--- src/rtl/usr_pkg.sv ---
package usr_pkg;

    typedef enum logic [1:0] {
        MODE_HOLD = 2'b00,
        MODE_UP   = 2'b01,
        MODE_DN   = 2'b10,
        MODE_LOAD = 2'b11
    } usr_mode_e;

endpackage

--- src/rtl/usr_next_state.sv ---
module usr_next_state #(
    parameter int WIDTH = 8
) (
    input  logic [WIDTH-1:0] cur_bits,
    input  logic [1:0]       mode_sel,
    input  logic             rst_n,
    input  logic             ser_in_up,
    input  logic             ser_in_dn,
    input  logic [WIDTH-1:0] pin_in,
    output logic [WIDTH-1:0] nxt_bits
);
    import usr_pkg::*;

    localparam int TOP = WIDTH - 1;

    usr_mode_e mode;
    logic [WIDTH-1:0] up_val;
    logic [WIDTH-1:0] dn_val;

    assign mode = usr_mode_e'(mode_sel);

    generate
        if (WIDTH == 1) begin : g_single
            assign up_val = ser_in_up;
            assign dn_val = ser_in_dn;
        end else begin : g_multi
            assign up_val = {cur_bits[TOP-1:0], ser_in_up};
            assign dn_val = {ser_in_dn, cur_bits[TOP:1]};
        end
    endgenerate

    always_comb begin
        nxt_bits = cur_bits;
        if (!rst_n) begin
            nxt_bits = '0;
        end else begin
            unique case (mode)
                MODE_HOLD: nxt_bits = cur_bits;
                MODE_UP:   nxt_bits = up_val;
                MODE_DN:   nxt_bits = dn_val;
                MODE_LOAD: nxt_bits = pin_in;
                default:   nxt_bits = cur_bits;
            endcase
        end
    end

endmodule

--- src/rtl/usr_pin_drive.sv ---
module usr_pin_drive #(
    parameter int WIDTH = 8
) (
    input  logic [WIDTH-1:0] reg_bits,
    input  logic [1:0]       mode_sel,
    input  logic             oe_a_n,
    input  logic             oe_b_n,
    output logic [WIDTH-1:0] pin_out,
    output logic             pin_oe
);
    import usr_pkg::*;

    logic enables_on;
    logic capture_sel;
    logic drive;

    assign enables_on  = ~(oe_a_n | oe_b_n);
    assign capture_sel = (usr_mode_e'(mode_sel) == MODE_LOAD);
    assign drive       = enables_on & ~capture_sel;
    assign pin_oe      = drive;

    for (genvar i = 0; i < WIDTH; i++) begin : g_gate
        assign pin_out[i] = reg_bits[i] & drive;
    end

endmodule

--- src/rtl/univ_shift_reg.sv ---
module univ_shift_reg #(
    parameter int WIDTH = 8
) (
    input  logic             clk,
    input  logic             rst_n,
    input  logic [1:0]       mode_sel,
    input  logic             oe_a_n,
    input  logic             oe_b_n,
    input  logic             ser_in_up,
    input  logic             ser_in_dn,
    input  logic [WIDTH-1:0] pin_in,
    output logic [WIDTH-1:0] pin_out,
    output logic             pin_oe,
    output logic             ser_out_lo,
    output logic             ser_out_hi
);

    localparam int TOP = WIDTH - 1;

    typedef struct packed {
        logic [WIDTH-1:0] bits;
    } usr_state_t;

    usr_state_t state_d;
    usr_state_t state_q;
    logic [WIDTH-1:0] nxt_bits;

    usr_next_state #(.WIDTH(WIDTH)) u_next (
        .cur_bits  (state_q.bits),
        .mode_sel  (mode_sel),
        .rst_n     (rst_n),
        .ser_in_up (ser_in_up),
        .ser_in_dn (ser_in_dn),
        .pin_in    (pin_in),
        .nxt_bits  (nxt_bits)
    );

    always_comb begin
        state_d      = state_q;
        state_d.bits = nxt_bits;
    end

    always_ff @(posedge clk) begin
        state_q <= state_d;
    end

    usr_pin_drive #(.WIDTH(WIDTH)) u_drive (
        .reg_bits (state_q.bits),
        .mode_sel (mode_sel),
        .oe_a_n   (oe_a_n),
        .oe_b_n   (oe_b_n),
        .pin_out  (pin_out),
        .pin_oe   (pin_oe)
    );

    assign ser_out_lo = state_q.bits[0];
    assign ser_out_hi = state_q.bits[TOP];

endmodule

--- config.mk ---
export PLATFORM = sky130hd
export DESIGN_NAME = univ_shift_reg
export DESIGN_NICKNAME = d
export VERILOG_FILES = /design/src/rtl/usr_pkg.sv /design/src/rtl/usr_next_state.sv /design/src/rtl/usr_pin_drive.sv /design/src/rtl/univ_shift_reg.sv
export SDC_FILE = /design/constraint.sdc
export NUM_CORES = 1
export LEC_CHECK = 0
export BUFFER_PORTS_ARGS = -buffer_cell sky130_fd_sc_hd__buf_2
export CAP_MARGIN = 20
export CORE_AREA = 2 2 39 41
export CTS_BUF_LIST = sky130_fd_sc_hd__clkbuf_16
export DETAILED_ROUTE_END_ITERATION = 7
export DIE_AREA = 0 0 41 43
export PLACE_DENSITY = 0.65
export SLEW_MARGIN = 5
export SYNTH_ARGS = -nofsm -noshare
export SYNTH_HDL_FRONTEND = slang
export SYNTH_SLANG_ARGS = --single-unit
--- constraint.sdc ---
create_clock -name clk -period 2.9 [get_ports clk]
set_clock_uncertainty 0.15 [all_clocks]
set_input_delay 0.58 -clock clk [delete_from_list [all_inputs] [get_ports clk]]
set_output_delay 0.58 -clock clk [all_outputs]
set_load 0.01 [all_outputs]
* Word-level counts from Yosys, hierarchy flattened
Cells that the tools add are included.
Storage, ports and cells: input bits 16, logic and storage cells 18, output and inout bits 11, register bits after elaboration 8
Cells by class: multiplexer cells 1, reductions and logical operators 1, equal/unequal tests 3, bitwise operators 12
Operator list (count):
- 8-bit case mux with 3 select lines | 1
- 1-bit bitwise AND | 9
- 2-bit equality test, second input constant | 2
- 2-bit by 1-bit equality test with 1-bit output, second input constant | 1
- 2-bit zero test | 1
- 1-bit NOT | 2
- 1-bit bitwise OR | 1

* Longest topological paths before layout
Gate-level depths: netlist (run 1).
depth after elaboration 4, depth in mapped cells 4, depth with buffers taken out 2

* Cells and area by module
From an unflattened synthesis (run 1), not the netlist that was laid out.
Unflattened totals: cell total of the unflattened synthesis 46, area, all modules 485.5 sq um
Modules (own cells, without submodules):
- usr_next_state | seq. area each 0.0 sq um, times used 1, area each 255.2 sq um, cells an instance 29
- univ_shift_reg | seq. area each 160.2 sq um, times used 1, area each 160.2 sq um, cells an instance 8
- usr_pin_drive | seq. area each 0.0 sq um, times used 1, area each 70.1 sq um, cells an instance 9

* Worst setup path before layout (run 1)
Ideal clock, no wire load.
path type input-to-output, start point input mode_sel[0], end point output pin_out[0], data arrival time 1.285 ns, slack 0.885 ns, path buffers 1, stages on the path 3, required time 2.170 ns, path through buf_6 a211oi_4 and2_1
On the way: cells in the longest elaborated chain, start to end 4
RTL lines:
- start, declared | RTL line univ_shift_reg.sv:6 | input logic [1:0] mode_sel,
- 2-bit equality test | RTL line usr_pin_drive.sv:18 | assign capture_sel = (usr_mode_e'(mode_sel) == MODE_LOAD);
- 1-bit NOT | RTL line usr_pin_drive.sv:19 | assign drive = enables_on & ~capture_sel;
- 1-bit bitwise AND | RTL line usr_pin_drive.sv:19
- via pin_oe | RTL line univ_shift_reg.sv:13 | output logic pin_oe,
- 1-bit bitwise AND | RTL line usr_pin_drive.sv:23 | assign pin_out[i] = reg_bits[i] & drive;
- end, declared | RTL line univ_shift_reg.sv:12 | output logic [WIDTH-1:0] pin_out,
The timed path passes the listed nets, and every way through them passes these cells.

* Worst setup path after layout (run 1)
start point input mode_sel[0], end point output pin_out[5]
On the way: cells in the longest elaborated chain, start to end 4
RTL lines (RTL line):
- 2-bit equality test | usr_pin_drive.sv:18
- 1-bit NOT | usr_pin_drive.sv:19
- 1-bit bitwise AND | usr_pin_drive.sv:19
- 1-bit bitwise AND | usr_pin_drive.sv:23
No other way between the ends.

==> impl_metrics.yaml, run 1 <==
critical_path:
  path_buf_inv: 2
  r2r_start: "state_q[0]"
  crit_cells: 4
  critical_path.startpoint: "mode_sel[0]"
  cp_max_fo: 17
  start_kind: "primary input"
  r2r_end: "state_q[0]"
  end_kind: "primary output"
  critPathCapture: "pin_out[5]"
  cp_common_cell: "buf_2"
  max_stage_delay_ns: 0.43
  crit_required_ns: 2.17
  crit_type: "primary input to primary output"
  crit_chain: "buf_2 -> a211oi_4 -> and2_1 -> buf_2"
  cp.arrival_ns: 1.59
  r2r_cells: 2
  critPathSlowestCell: "a211oi_4"
  crit_family: "compound AO/OA/AOI/OAI gates"
  regToRegSetupSlack_ns: 2.06
yosys:
  synth_edf_count: 0
  ys_seq_area_share_pct: 33.3
  async_flop_share_pct: 0
  synth.distinct_cells: 10
  avgSynthCellArea_um2: 10.4
  synth_fp_nets: 62
  yosys_warnings: 0
  synth_area_leader_cell: "dfxtp_1"
  ys_ff_latch: 8
  synth_area_um2: 480
  ys.flop_type: "dfxtp_1"
  synthTopCellsByCount: "mux2i_1 (16), and2_1 (8), dfxtp_1 (8), o22ai_1 (8)"
  yosysMostFrequentCell: "mux2i_1"
  synth_cells: 46
  netlist_top_cells_area: "dfxtp_1 (33%), mux2i_1 (33%), and2_1 (10%)"
  synth.top_cell.area_share_pct: 33.3
global_route:
  grt_max_degree: 18
  gr-total-overflow: 0
  antenna_found_initial: 0
  grt_pass1_vias: 410
  grt_pass1_wl_mm: 1.71
  grt_util_all_layers_pct: 14.7
detailed_routing:
  wire_per_inst_um: 12.2
  vias_per_cell: 4.88
  detail-route-antenna-nets: 0
  drc: 0
  first_pass_iters: 4
  drt-initial-drc-count: 11
  drt-total-wl_mm: 1.07
  via_count: 429
cells_and_area:
  syn_to_final_growth_pct: 40.6
  top_regs: "state_q: 8 flops"
  top_register: "state_q"
  nets: 90
  finalCoreUtilization_pct: 48.8
  largest_register_ffs: 8
  drive_gt1_share_pct: 41.7
  antenna_cells: 0
placed_design:
  gp_congestion: 0.698
  portBuffers: 26
  dp_slack_ns: 0.575
clocking:
  clock_sinks: 8
  cts_buffer_depth: 2
  cts_tree: "yes"
  cts_hold_buf: 0
  cts_setup_buffers: 0
  cts-htree-levels: 1
  cts_buffers: 3
  clock_latency_ns: 0.23
  root_buffer: "clkbuf_16"
  path_clk_slew_ns: 0.04
  ctsResizeCount: 0
floorplan:
  ios: 27
  core_mm2: 0.00138
  chipWidth_um: 41
  initial_core_util_pct: 34.7
  dieArea_mm2: 0.00176
  fp.dieH_um: 43
  rows: 14
timing:
  layout_setup_ws_ns: 0.579
  max_freq_mhz: 431
  worst_pin_slew_ns: 0.491
  worst_slew_margin_rel_pct: 67.3
  finalHoldViolCount: 0
  finalSetupViolCount: 0
  tns_ns: 0
  grt_setup_unrepaired: "false"
  fin_crit_ns: 2.32
  min_period_over_period_pct: 80.0
  final-max-slew-violation-count: 0
power_and_ir_drop:
  max-vdd-ir-drop_mv: 0.312
  p_per_area_mw_per_mm2: 594
  p_leak_nw: 0.347
hold_path:
  hold_class: "flop to flop"
flow_run:
  drv.max_cap_violation_count: 0
status:
  status: "finished clean"
[through the flow]
step | power (mW) | cell area, um2 | hold slack, ns | cells
floorplan | 0.158 | 480 | 0.372 | 46
global route | 0.421 | 676 | 0.467 | 88
global placement | 0.174 | 601 | 0.421 | 85
finish | 0.401 | 676 | 0.426 | 88
CTS | 0.407 | 676 | 0.423 | 88
detailed placement | 0.175 | 601 | 0.415 | 85
[worst reg2reg max path, delay by kind of cell (launching register included)]
family             cells  cell delay, ns
AOI/OAI and AO/OA      1            0.10
muxes                  1            0.15
DFF                    1            0.32
[kinds of logic (layout without fill, tap and decap cells)]
| family | Yosys count | count (layout) | synth area share [%] |
|---|---|---|---|
| AOI/OAI and AO/OA | 9 | 9 | 14.6 |
| buffers and inverters | 3 | 29 | 6.25 |
| DFF | 8 | 8 | 33.3 |
| muxes | 16 | 16 | 33.3 |
| and+or+nand+nor | 10 | 10 | 12.5 |
[cells in the final DEF, fill, tap and decap left out]
cell       count
buf_2         26
mux2i_1       16
and2_1         8
o22ai_1        8
dfxtp_1        8
clkbuf_16      3
a211oi_4       1
nand2_1        1
nand2b_1       1
[power by group]
group	total [mW]	internal, mW	leakage, nW	switching (mW)
Clock	0.229	0.178	0.0370	0.0511
Combinational	0.0496	0.0256	0.245	0.0240
Sequential	0.123	0.117	0.0656	0.00588
Total	0.401	0.320	0.347	0.0810
[worst min path at each step]
stage / from / to / slack [ns] / cells after the start
floorplan: state_q[4] / state_q[4] / 0.37 / 2
global placement: state_q[7] / state_q[6] / 0.42 / 2
detailed placement: state_q[4] / state_q[4] / 0.42 / 2
CTS: state_q[4] / state_q[4] / 0.42 / 2
global route: state_q[2] / state_q[2] / 0.47 / 2
finish: state_q[4] / state_q[4] / 0.43 / 2
[layout make-up]
class | instances | area (um2)
well taps | 16 | 20.0
flip-flops and latches | 8 | 160
repair buffers | 26 | 130
clock buffers | 3 | 75.1
fillers | 134 | 708
multi-input cells | 35 | 290
[metal layers]
| layer | up-vias | routed length [um] | global-route usage [%] |
|---|---|---|---|
| met5 | - | 0 | 0 |
| met4 | 0 | 19 | 10.0 |
| met3 | 2 | 107 | 6.28 |
| met2 | 21 | 463 | 19.1 |
| met1 | 181 | 479 | 18.8 |
| li1 | 225 | - | - |
Note: power is estimated with default switching activity, not from simulation.
==> inputs of run 2 (changes only) <==
clock period = 2.2 ns   (was 2.9 ns; I/O delays follow)
==> run 2 against run 1 <==
Worst setup slack worse by 0.21 ns. Core utilization up 0.54 points. Clock-buffer cell count unchanged. First-iteration DRC count down 9.1%. Die area unchanged. Via count down 0.70%. Routed wire length down 2.6%. Total power up 31%. Sequential cell count unchanged. Global-route usage down 0.80 points. Critical path depth unchanged. Cell count up 1.1%. Critical endpoint unchanged. Highest routed layer is now met3.
==> impl_metrics.yaml, run 2 (synthesis results as in run 1) <==
clocking:
  cts_setup_buffers: 0
  cts_tree: "yes"
  ctsResizeCount: 0
  clock_latency_ns: 0.23
  path_clk_slew_ns: 0.03
  cts_buffers: 3
  cts-htree-levels: 1
  cts_hold_buf: 0
  clock_sinks: 8
  root_buffer: "clkbuf_16"
  cts_buffer_depth: 2
timing:
  layout_setup_ws_ns: 0.369
  tns_ns: 0
  min_period_over_period_pct: 83.2
  worst_pin_slew_ns: 0.346
  final-max-slew-violation-count: 0
  finalHoldViolCount: 0
  worst_slew_margin_rel_pct: 76.8
  grt_setup_unrepaired: "false"
  finalSetupViolCount: 0
  max_freq_mhz: 546
  fin_crit_ns: 1.83
power_and_ir_drop:
  p_leak_nw: 0.352
  p_seq_share_pct: 30.8
  p_int_mw: 0.423
  max-vdd-ir-drop_mv: 0.504
  p_sw_share_pct: 19.7
  p_comb_share_pct: 12.6
  p_per_area_mw_per_mm2: 771
  total_power_mw: 0.527
  p_sw_mw: 0.104
  clkPwrFrac_pct: 56.6
cells_and_area:
  largest_register_ffs: 8
  layout_commonest_cell: "buf_2"
  nFillCells: 143
  top_register: "state_q"
  syn_to_final_growth_pct: 42.2
  multi_input_area_um2: 290
  register_area_um2: 160
  nets: 91
  drive_gt1_share_pct: 42.5
  antenna_cells: 0
  top_regs: "state_q: 8 flops"
  final_cell_mix: "buf_2 (26), mux2i_1 (16), and2_1 (8), o22ai_1 (8), dfxtp_1 (8)"
flow_run:
  drv.max_cap_violation_count: 0
detailed_routing:
  detail-route-antenna-nets: 0
  wire_per_inst_um: 11.7
  drt-initial-drc-count: 10
  first_pass_iters: 4
  vias_per_cell: 4.79
  via_count: 426
  drc: 0
  drt-total-wl_mm: 1.04
critical_path:
  critPathSlowestCell: "a211oi_4"
  max_stage_delay_ns: 0.37
  start_kind: "primary input"
  crit_chain: "buf_2 -> a211oi_4 -> and2_1 -> buf_2"
  crit_type: "primary input to primary output"
  cp_max_fo: 9
  regToRegSetupSlack_ns: 1.36
  crit_required_ns: 1.61
  cp_common_cell: "buf_2"
  end_kind: "primary output"
  cp.arrival_ns: 1.24
global_route:
  antenna_found_initial: 0
  gr-total-overflow: 0
  grt_pass1_vias: 413
  grt_pass1_wl_mm: 1.69
  grt_util_all_layers_pct: 13.9
  grt_max_degree: 17
floorplan:
  chipWidth_um: 41
  initial_core_util_pct: 34.7
  ios: 27
  core_mm2: 0.00138
  dieArea_mm2: 0.00176
  fp.dieH_um: 43
  rows: 14
placed_design:
  dp_slack_ns: 0.356
  gp_congestion: 0.749
  portBuffers: 26
hold_path:
  hold_class: "primary input to flop"
status:
  status: "finished clean"
## run 2: changes by cell type in the layout (fill, tap and decap cells not counted)
cell | previous run | this run
buf_4 | 0 | 1
## run 2: worst paths after layout
kind                                   end         from  cells after the start
worst max-delay path            pin_out[5]  mode_sel[0]                      4
worst min register to register  state_q[7]   state_q[7]                      2
worst min-delay path            state_q[7]    ser_in_dn                      3
worst max register to register  state_q[0]   state_q[1]                      2
## run 2: layout make-up
| cell class | instances | area share, % |
|---|---|---|
| clock buffer | 3 | 11.0 |
| multi-input combinational | 35 | 42.5 |
| sequential | 8 | 23.4 |
| tap | 16 | 2.93 |
| timing repair buffer | 27 | 20.1 |
## run 2: critical path, delay by kind of cell
family                 cells  cell delay (ns)
AND/OR/NAND/NOR            1             0.18
buffers and inverters      2             0.25
AO/OA/AOI/OAI              1             0.37
## run 2: through the flow
step | hold WS [ns] | instance area [um2] | std cells | utilization (%)
4_1_cts | 0.344 | 683 | 89 | 49.4
5_1_grt | 0.372 | 683 | 89 | 49.4
3_5_place_dp | 0.416 | 608 | 86 | 43.9
2_1_floorplan | 0.372 | 480 | 46 | -
3_3_place_gp | 0.412 | 608 | 86 | 43.9
6_report | 0.341 | 683 | 89 | 49.4
## run 2: power groups by stage
| stage | sequential, mW | clock, mW | combinational (mW) |
|---|---|---|---|
| after detailed placement | 0.165 | 0 | 0.0669 |
| after floorplan | 0.164 | 0 | 0.0442 |
| after global routing | 0.164 | 0.310 | 0.0742 |
| after CTS | 0.163 | 0.303 | 0.0671 |
| final | 0.162 | 0.298 | 0.0665 |
| after global placement | 0.165 | 0 | 0.0661 |
## run 2: routing by layer
metal / GRT usage, % / wire length [um] / vias up
li1: - / - / 226
met1: 18.4 / 490 / 181
met2: 19.7 / 477 / 19
met3: 4.71 / 73 / 0
met4: 6.00 / 0 / 0
met5: 0 / 0 / -
